$ cat src/rtl/wdw_pkg.sv
package wdw_pkg;
  localparam int CW = 12;
  localparam logic [31:0] MODE_RST = 32'h3FFF_2FFF;

  typedef struct packed {
    logic [1:0]    rsvd_hi;
    logic          idle_halt;
    logic          dbg_halt;
    logic [CW-1:0] delta;
    logic          off;
    logic          rsvd_mid;
    logic          rst_en;
    logic          irq_en;
    logic [CW-1:0] reload;
  } mode_t;

  function automatic logic in_window(input logic [CW-1:0] cnt, input logic [CW-1:0] delta);
    return cnt <= delta;
  endfunction

  function automatic logic halted(input logic dbg_h, input logic idle_h,
                                  input logic dbg_s, input logic idle_s);
    return (dbg_h & dbg_s) | (idle_h & idle_s);
  endfunction
endpackage

$ cat src/rtl/wdw_mode_reg.sv
module wdw_mode_reg
  import wdw_pkg::*;
(
  input  logic        clk,
  input  logic        rst_n,
  input  logic        wr_en,
  input  logic [31:0] wr_data,
  output mode_t       mode,
  output logic        accept
);
  logic locked;

  assign accept = wr_en & ~locked;

  always_ff @(posedge clk or negedge rst_n) begin
    if (!rst_n) begin
      mode   <= mode_t'(MODE_RST);
      locked <= 1'b0;
    end else if (accept) begin
      mode   <= mode_t'(wr_data);
      locked <= 1'b1;
    end
  end

  assert_locked_stable_R3: assert property (@(posedge clk) disable iff (!rst_n)
    $past(locked) |-> $stable(mode));
endmodule

$ cat src/rtl/wdw_counter.sv
module wdw_counter
  import wdw_pkg::*;
(
  input  logic          clk,
  input  logic          rst_n,
  input  logic          load,
  input  logic [CW-1:0] load_val,
  input  logic [CW-1:0] reload,
  input  logic [CW-1:0] delta,
  input  logic          off,
  input  logic          dbg_halt,
  input  logic          idle_halt,
  input  logic          tick,
  input  logic          restart,
  input  logic          dbg_state,
  input  logic          idle_state,
  output logic [CW-1:0] cnt,
  output logic          uflow_ev,
  output logic          err_ev,
  output logic          fault
);
  logic run, ok_ev, dec_ev;

  assign run      = ~off & ~load;
  assign ok_ev    = run & restart & in_window(cnt, delta);
  assign err_ev   = run & restart & ~in_window(cnt, delta);
  assign dec_ev   = run & ~restart & tick & ~halted(dbg_halt, idle_halt, dbg_state, idle_state);
  assign uflow_ev = dec_ev & (cnt == '0);
  assign fault    = uflow_ev | err_ev;

  always_ff @(posedge clk or negedge rst_n) begin
    if (!rst_n)                  cnt <= MODE_RST[CW-1:0];
    else if (load)               cnt <= load_val;
    else if (ok_ev || uflow_ev)  cnt <= reload;
    else if (dec_ev)             cnt <= cnt - 1'b1;
  end

  assert_err_keeps_count_R7: assert property (@(posedge clk) disable iff (!rst_n)
    err_ev |=> cnt == $past(cnt));
  assert_uflow_reload_R5: assert property (@(posedge clk) disable iff (!rst_n)
    uflow_ev |=> cnt == $past(reload));
  assert_off_holds_R10: assert property (@(posedge clk) disable iff (!rst_n)
    (off && !load) |=> cnt == $past(cnt));
endmodule

$ cat src/rtl/wdw_fault_out.sv
module wdw_fault_out #(
  parameter int RST_LEN = 4
) (
  input  logic clk,
  input  logic rst_n,
  input  logic fault,
  input  logic irq_en,
  input  logic rst_en,
  input  logic stat_rd,
  output logic irq,
  output logic wd_reset
);
  localparam int RW = $clog2(RST_LEN + 1);
  localparam logic [RW-1:0] RLEN = RW'(RST_LEN);
  logic [RW-1:0] rcnt;

  assign wd_reset = rcnt != '0;

  always_ff @(posedge clk or negedge rst_n) begin
    if (!rst_n)                irq <= 1'b0;
    else if (fault && irq_en)  irq <= 1'b1;
    else if (stat_rd)          irq <= 1'b0;
  end

  always_ff @(posedge clk or negedge rst_n) begin
    if (!rst_n)                rcnt <= '0;
    else if (fault && rst_en)  rcnt <= RLEN;
    else if (rcnt != '0)       rcnt <= rcnt - 1'b1;
  end

  assert_irq_gated_R8: assert property (@(posedge clk) disable iff (!rst_n)
    $rose(irq) |-> $past(fault && irq_en));
  assert_reset_gated_R9: assert property (@(posedge clk) disable iff (!rst_n)
    $rose(wd_reset) |-> $past(fault && rst_en));
endmodule

$ cat src/rtl/wdw_window_top.sv
module wdw_window_top #(
  parameter int RST_LEN = 4
) (
  input  logic        clk,
  input  logic        rst_n,
  input  logic        tick,
  input  logic        cfg_we,
  input  logic [31:0] cfg_wdata,
  output logic [31:0] cfg_rdata,
  input  logic        restart,
  input  logic        stat_rd,
  input  logic        dbg_state,
  input  logic        idle_state,
  output logic [11:0] count,
  output logic        irq,
  output logic        wd_reset
);
  import wdw_pkg::*;

  mode_t         mode;
  logic          wr_accept, uflow_ev, err_ev, fault;
  logic [CW-1:0] load_val;

  assign cfg_rdata = 32'(mode);
  assign load_val  = cfg_wdata[CW-1:0];

  wdw_mode_reg u_mode (
    .clk(clk), .rst_n(rst_n), .wr_en(cfg_we), .wr_data(cfg_wdata),
    .mode(mode), .accept(wr_accept)
  );

  wdw_counter u_cnt (
    .clk(clk), .rst_n(rst_n), .load(wr_accept), .load_val(load_val),
    .reload(mode.reload), .delta(mode.delta), .off(mode.off),
    .dbg_halt(mode.dbg_halt), .idle_halt(mode.idle_halt),
    .tick(tick), .restart(restart), .dbg_state(dbg_state), .idle_state(idle_state),
    .cnt(count), .uflow_ev(uflow_ev), .err_ev(err_ev), .fault(fault)
  );

  wdw_fault_out #(.RST_LEN(RST_LEN)) u_fault (
    .clk(clk), .rst_n(rst_n), .fault(fault), .irq_en(mode.irq_en),
    .rst_en(mode.rst_en), .stat_rd(stat_rd), .irq(irq), .wd_reset(wd_reset)
  );

  assert_write_loads_R2: assert property (@(posedge clk) disable iff (!rst_n)
    wr_accept |=> count == $past(cfg_wdata[CW-1:0]));
endmodule

$ cat config.mk
export PLATFORM = sky130hd
export DESIGN_NAME = wdw_window_top
export DESIGN_NICKNAME = d
export VERILOG_FILES = /design/src/rtl/wdw_pkg.sv /design/src/rtl/wdw_mode_reg.sv /design/src/rtl/wdw_counter.sv /design/src/rtl/wdw_fault_out.sv /design/src/rtl/wdw_window_top.sv
export SDC_FILE = /design/constraint.sdc
export NUM_CORES = 1
export LEC_CHECK = 0
export ABC_AREA = 1
export CAP_MARGIN = 0
export CORE_ASPECT_RATIO = 2
export CORE_UTILIZATION = 40
export DETAILED_ROUTE_END_ITERATION = 10
export GPL_TIMING_DRIVEN = 0
export PLACE_DENSITY = 0.69
export SYNTH_ARGS = -nofsm -noshare
export SYNTH_HDL_FRONTEND = slang
export SYNTH_SLANG_ARGS = --single-unit
$ cat constraint.sdc
create_clock -name clk -period 2.2 [get_ports clk]
set_input_delay 0.22 -clock clk [delete_from_list [all_inputs] [get_ports clk]]
set_output_delay 0.22 -clock clk [all_outputs]
set_load 0.02 [all_outputs]
* After elaboration in Yosys (flattened, before gate mapping) *
Index checks and enable logic that the tools add are counted.

cells by class
  shift-type cells = 0
  divide/modulo/power cells = 0
  $add $sub $neg = 2
  bitwise gates (word level) = 19
  order comparisons = 1
  equality and inequality tests = 0
  reduce and logical (&&, ||, !) cells = 8
  $mul = 0
  mux-type cells = 7

operators with widths
  operator               count
  $mux 12                3
  $le 12x12->1           1
  $logic_not 12->1       1
  $sub 12x1->12 const B  1
  $and 1x1->1            11
  $mux 3                 2
  $not 1->1              6
  $reduce_bool 3->1      2
  $reduce_bool 2->1      2
  $sub 3x1->3 const B    1
  $logic_and 1x1->1      2
  $mux 1                 2
  $or 1x1->1             2
  $logic_or 1x1->1       1

storage, ports and cells
  register bits = 49
  bits of input ports = 40
  memories kept = 0
  ROM bits = 0
  latch bits = 0
  word-level logic and storage cells = 50
  output and inout port bits = 46
  memory bits (writable) = 0

* Logic depth before layout (Yosys ltp) *
  depth after elaboration = 11
  gate-level depth with buffers = 17
  gate-level depth less buffers = 16

* By module *
Synthesis repeated with hierarchy kept, for this count alone.

unflattened totals
  cell total of the unflattened synthesis = 408
  area, all modules = 3,128.0 um^2

by module, submodules not included
  module         area an instance (um^2)  cells each  instances  seq. area each (um^2)
  wdw_counter    1,501.4                  239         1          315.3
  wdw_mode_reg   1,411.4                  143         1          859.6
  wdw_fault_out  215.2                    26          1          100.1

* Least setup slack after synthesis *
OpenSTA, ideal clock, no wires.

  kind = register to register
  start = register, netlist name u_mode.mode[27]
  end = register u_cnt.cnt[8]
  setup slack = 0.203 ns
  data required time = 2.132 ns
  library setup time = 0.068 ns
  data arrival time = 1.929 ns
  clock period less this slack = 1.997 ns
  cell stages (with the launch flop) = 16
  path buffers = 1
  cells stage by stage = dfstp_2 > inv_1 > ha_1 > nand2_1 > inv_1 > nand2_1 > nor2_1 > nand2_1 > nand3_1 > nand2_1 > nand2_2 > nand2_2 > buf_6 > nand2_1 > nand3_1 > a21oi_2

on the way
  word-level cells in the longest chain between the ends = 5
  elaborated cells between the ends (all ways) = 6
  classes of those cells = order compare (1); mux (2); bitwise (1); reduce/logical (2)

RTL lines
  element                 RTL line           source
  $le 12x12->1 (*)        wdw_pkg.sv:18      return cnt <= delta;
  $and 1x1->1 (*)         wdw_counter.sv:25  assign ok_ev = run & restart & in_window(cnt, delta);
  $logic_or 1x1->1 (*)    wdw_counter.sv:34  else if (ok_ev || uflow_ev) cnt <= reload;
  $mux 12                 wdw_counter.sv:34
  $mux 12                 wdw_counter.sv:33  else if (load) cnt <= load_val;
  end signal: assignment  wdw_counter.sv:33
  end signal: assignment  wdw_counter.sv:34
  end signal: assignment  wdw_counter.sv:35  else if (dec_ev) cnt <= cnt - 1'b1;
  end: declaration        wdw_counter.sv:17  output logic [CW-1:0] cnt,

Every way passes the cells marked *; elsewhere a longest branch is shown, timed or not.
A chain may end at the register's enable or synchronous reset.

* Final worst setup path *
  start = register, netlist name u_mode.mode[23]
  end = register u_cnt.cnt[11]

on the way
  word-level cells in the longest chain between the ends = 5
  elaborated cells between the ends (all ways) = 6
  classes of those cells = order compare (1); mux (2); bitwise (1); reduce/logical (2)

RTL lines
  element               RTL line
  $le 12x12->1 (*)      wdw_pkg.sv:18
  $and 1x1->1 (*)       wdw_counter.sv:25
  $logic_or 1x1->1 (*)  wdw_counter.sv:34
  $mux 12               wdw_counter.sv:34
  $mux 12               wdw_counter.sv:33

Marked as above.

==> results.toml <==
[synth]
synth_compound_area_share_pct = 5.967
muxShareOfSynthArea_pct = 0
netlist_instances = 371
synth_commonest_cells = "127 x nand2_1, 52 x inv_1, 39 x dfstp_2"
synth-async-reset-ratio_pct = 100.0
yosysWarnings = 0
synth_xor_area_share_pct = 3.049
yosys-top-cells-area = "dfstp_2 36%, nand2_1 17%, dfrtp_1 8.7%"
synthesis.nets = 426
yosys_most_used_dff = "dfstp_2"
ys_types = 30
seq_area_frac_synth_pct = 44.38
synth.most_common_cell = "nand2_1"
synth_enable_flop_cells = 0
yosysTopAreaCell = "dfstp_2"
synth_top_family_by_area = "simple AND/OR/NAND/NOR gates"
ys_ff_latch = 49
synth-simple-area-share_pct = 29.31
avgSynthCellArea_um2 = 7.743
synthAdderAreaFrac_pct = 6.533
synth_top_area_share_pct = 35.67
syn_area_um2 = 2873

[placed_design]
io_buffer_count = 85
dp_hpwl_um = 5920
gp_congestion = 0.9019
placed_area_um2 = 3851

[route]
vias = 2777
drc_errors = 0
drt_wl_total_um = 8261
avgViaCountPerCell = 4.889
ant_nets = 0
drtPass1Iterations = 4
detail_route.iter0.violations = 109
wl_per_cell_um = 14.54

[clock_network]
clock_latency_ps = 290
ctsHtreeMaxLevel = 2
cts_tree = "done"
root_buffer = "clkbuf_16"
clock-sinks = 49
clk_pin_slew_ps = 70
cts_buffers = 5
clockBufferDepth = 2

[run]
maxCapViolCount = 0

[critical_path]
worstSetupEndpointType = "register"
critical_path_required_ps = 2430
critPathKind = "register to register"
worstPathArrival_ps = 2370
crit_path_max_fanout = 7
worstSetupStartpointType = "register"

[sta]
slew-limit-headroom_pct = 53.36
fin_hold_ws_ps = 192.3
timing.fmax_mhz = 467.0
skew_ps = 6.743
maxSlewViolCount = 0
setup-violations-final = 0
tns_ps = 0
fin_crit_sh_pct = 97.34
fin_crit_ps = 2141
worstMarginPinSlew_ps = 699.7
hold_viol_final = 0

[finish]
num_antenna_cells = 0
final_nets = 532
utilization_pct = 62.43
drive_gt1_share_pct = 25.52
area_growth_pct = 50.83
final_area_um2 = 4333

[die]
dieArea_um2 = 7546
core-area_um2 = 6940
pin_count = 86
initial_core_util_pct = 41.39
rows = 43
die_x_um = 61.93
fp.dieH_um = 121.9

[global_routing]
grt_start_max_net_pins = 33
grt.total_usage_pct = 22.36
grt_pass1_wl_um = 12260
antenna_found_initial = 0
grt_pass1_vias = 2657
gr-total-overflow = 0

[pwr]
p_total_mw = 1.986
ir_drop_mv = 0.5476
leakage_nw = 2.094
power_density_nw_per_um2 = 458.3

[min_path]
hold_path_class = "primary input to async pin"

[run_status]
status = "finished clean"
[state kept, by name, summed over array words and instances (netlist names)]
register and cells:
u_fault.rcnt 3, u_mode.mode 32, u_fault.irq 1, u_cnt.cnt 12, u_mode.locked 1
[per-layer routing]
| metal | global-route usage, % | part of all wire, % | wire, um |
|---|---|---|---|
| met2 | 41.87 | 58 | 4816 |
| met3 | 2.972 | 3.5 | 289 |
| met5 | 0 | 0 | 0 |
| met4 | 7.500 | 1.8 | 148 |
| met1 | 24.23 | 36 | 3006 |
[critical path, cell delays in order (launching register included)]
cell and delay, ps:
dfstp_2 540, inv_2 50, ha_4 270, nand4_1 150, nor2_4 150, nand4_1 130, nand2_2 110, nand2_4 110
nand3_4 190, clkinvlp_4 210, nand2_2 120, nand2_2 50
[per-stage QoR]
stage	instances	worst slack, ps
final	568	58.51
after global routing	568	-50.80
after CTS	555	2.097
after detailed placement	547	-19.05
after global placement	546	-505.5
after floorplan	371	202.7
[cell families after synthesis]
| kind of cell | after synthesis |
|---|---|
| compound gates | 32 |
| xor+xnor | 10 |
| fa+ha+maj | 15 |
| buf+inv | 71 |
| flops | 49 |
| simple gates | 194 |
[what timing repair did]
| item | CTS | global route |
|---|---|---|
| setup buffers | 0 | 11 |
| endpoints found under the setup margin | 3 | 12 |
| gates cloned | 0 | 3 |
| endpoints found under the hold margin | 0 | 0 |
| hold buffers | 0 | 0 |
| gates resized for setup | 1 | 48 |
| pin swaps | 0 | 17 |
[cell type report]
type / instances / area, um^2
fillers: 627 / 2608
clock buffers: 7 / 152.6
well taps: 90 / 112.6
multi-input cells: 252 / 1488
repair buffers: 99 / 988.4
flip-flops and latches: 49 / 1275
plain buffers: 16 / 105.1
clock inverters: 1 / 5.005
inverters: 54 / 206.4
[cells in the final DEF (no fill, tap or decap), types with 2 or more instances in the layout]
master and count:
xnor2_1 5, nand2_2 10, buf_6 4, a21oi_1 5
clkbuf_1 7, nand3_1 19, buf_4 15, o21ai_0 19
nand4_1 9, nor2_4 2, a21oi_2 5, nor2_2 5
dfrtp_1 10, clkdlybuf4s50_1 84, nand2_1 118, xor2_1 5
nor3_1 3, ha_1 6, inv_2 10, inv_1 43
ha_4 8, nand3_2 4, nand2_4 2, dfstp_2 39
clkbuf_8 2, clkbuf_16 6, nor2_1 19
[path summary, 6_finish.rpt]
check / endpoint / from / depth (start not counted) / slack [ps]
min: u_mode.mode[0] / rst_n / 1 / 190
max: u_cnt.cnt[11] / u_mode.mode[23] / 11 / 60
min in group clk: u_mode.mode[16] / cfg_wdata[16] / 3 / 430
max in group asynchronous: u_mode.mode[10] / rst_n / 2 / 1720
min reg2reg: u_mode.locked / u_mode.locked / 2 / 480
max reg2reg: u_cnt.cnt[11] / u_mode.mode[23] / 11 / 60
[where the power goes]
| part | internal [mW] | leakage [nW] | switching (mW) |
|---|---|---|---|
| Combinational | 0.127 | 1.47 | 0.110 |
| Sequential | 0.919 | 0.542 | 0.0173 |
| Clock | 0.482 | 0.0799 | 0.330 |
| Total | 1.53 | 2.09 | 0.457 |
Power figures use the tool's default switching activity.
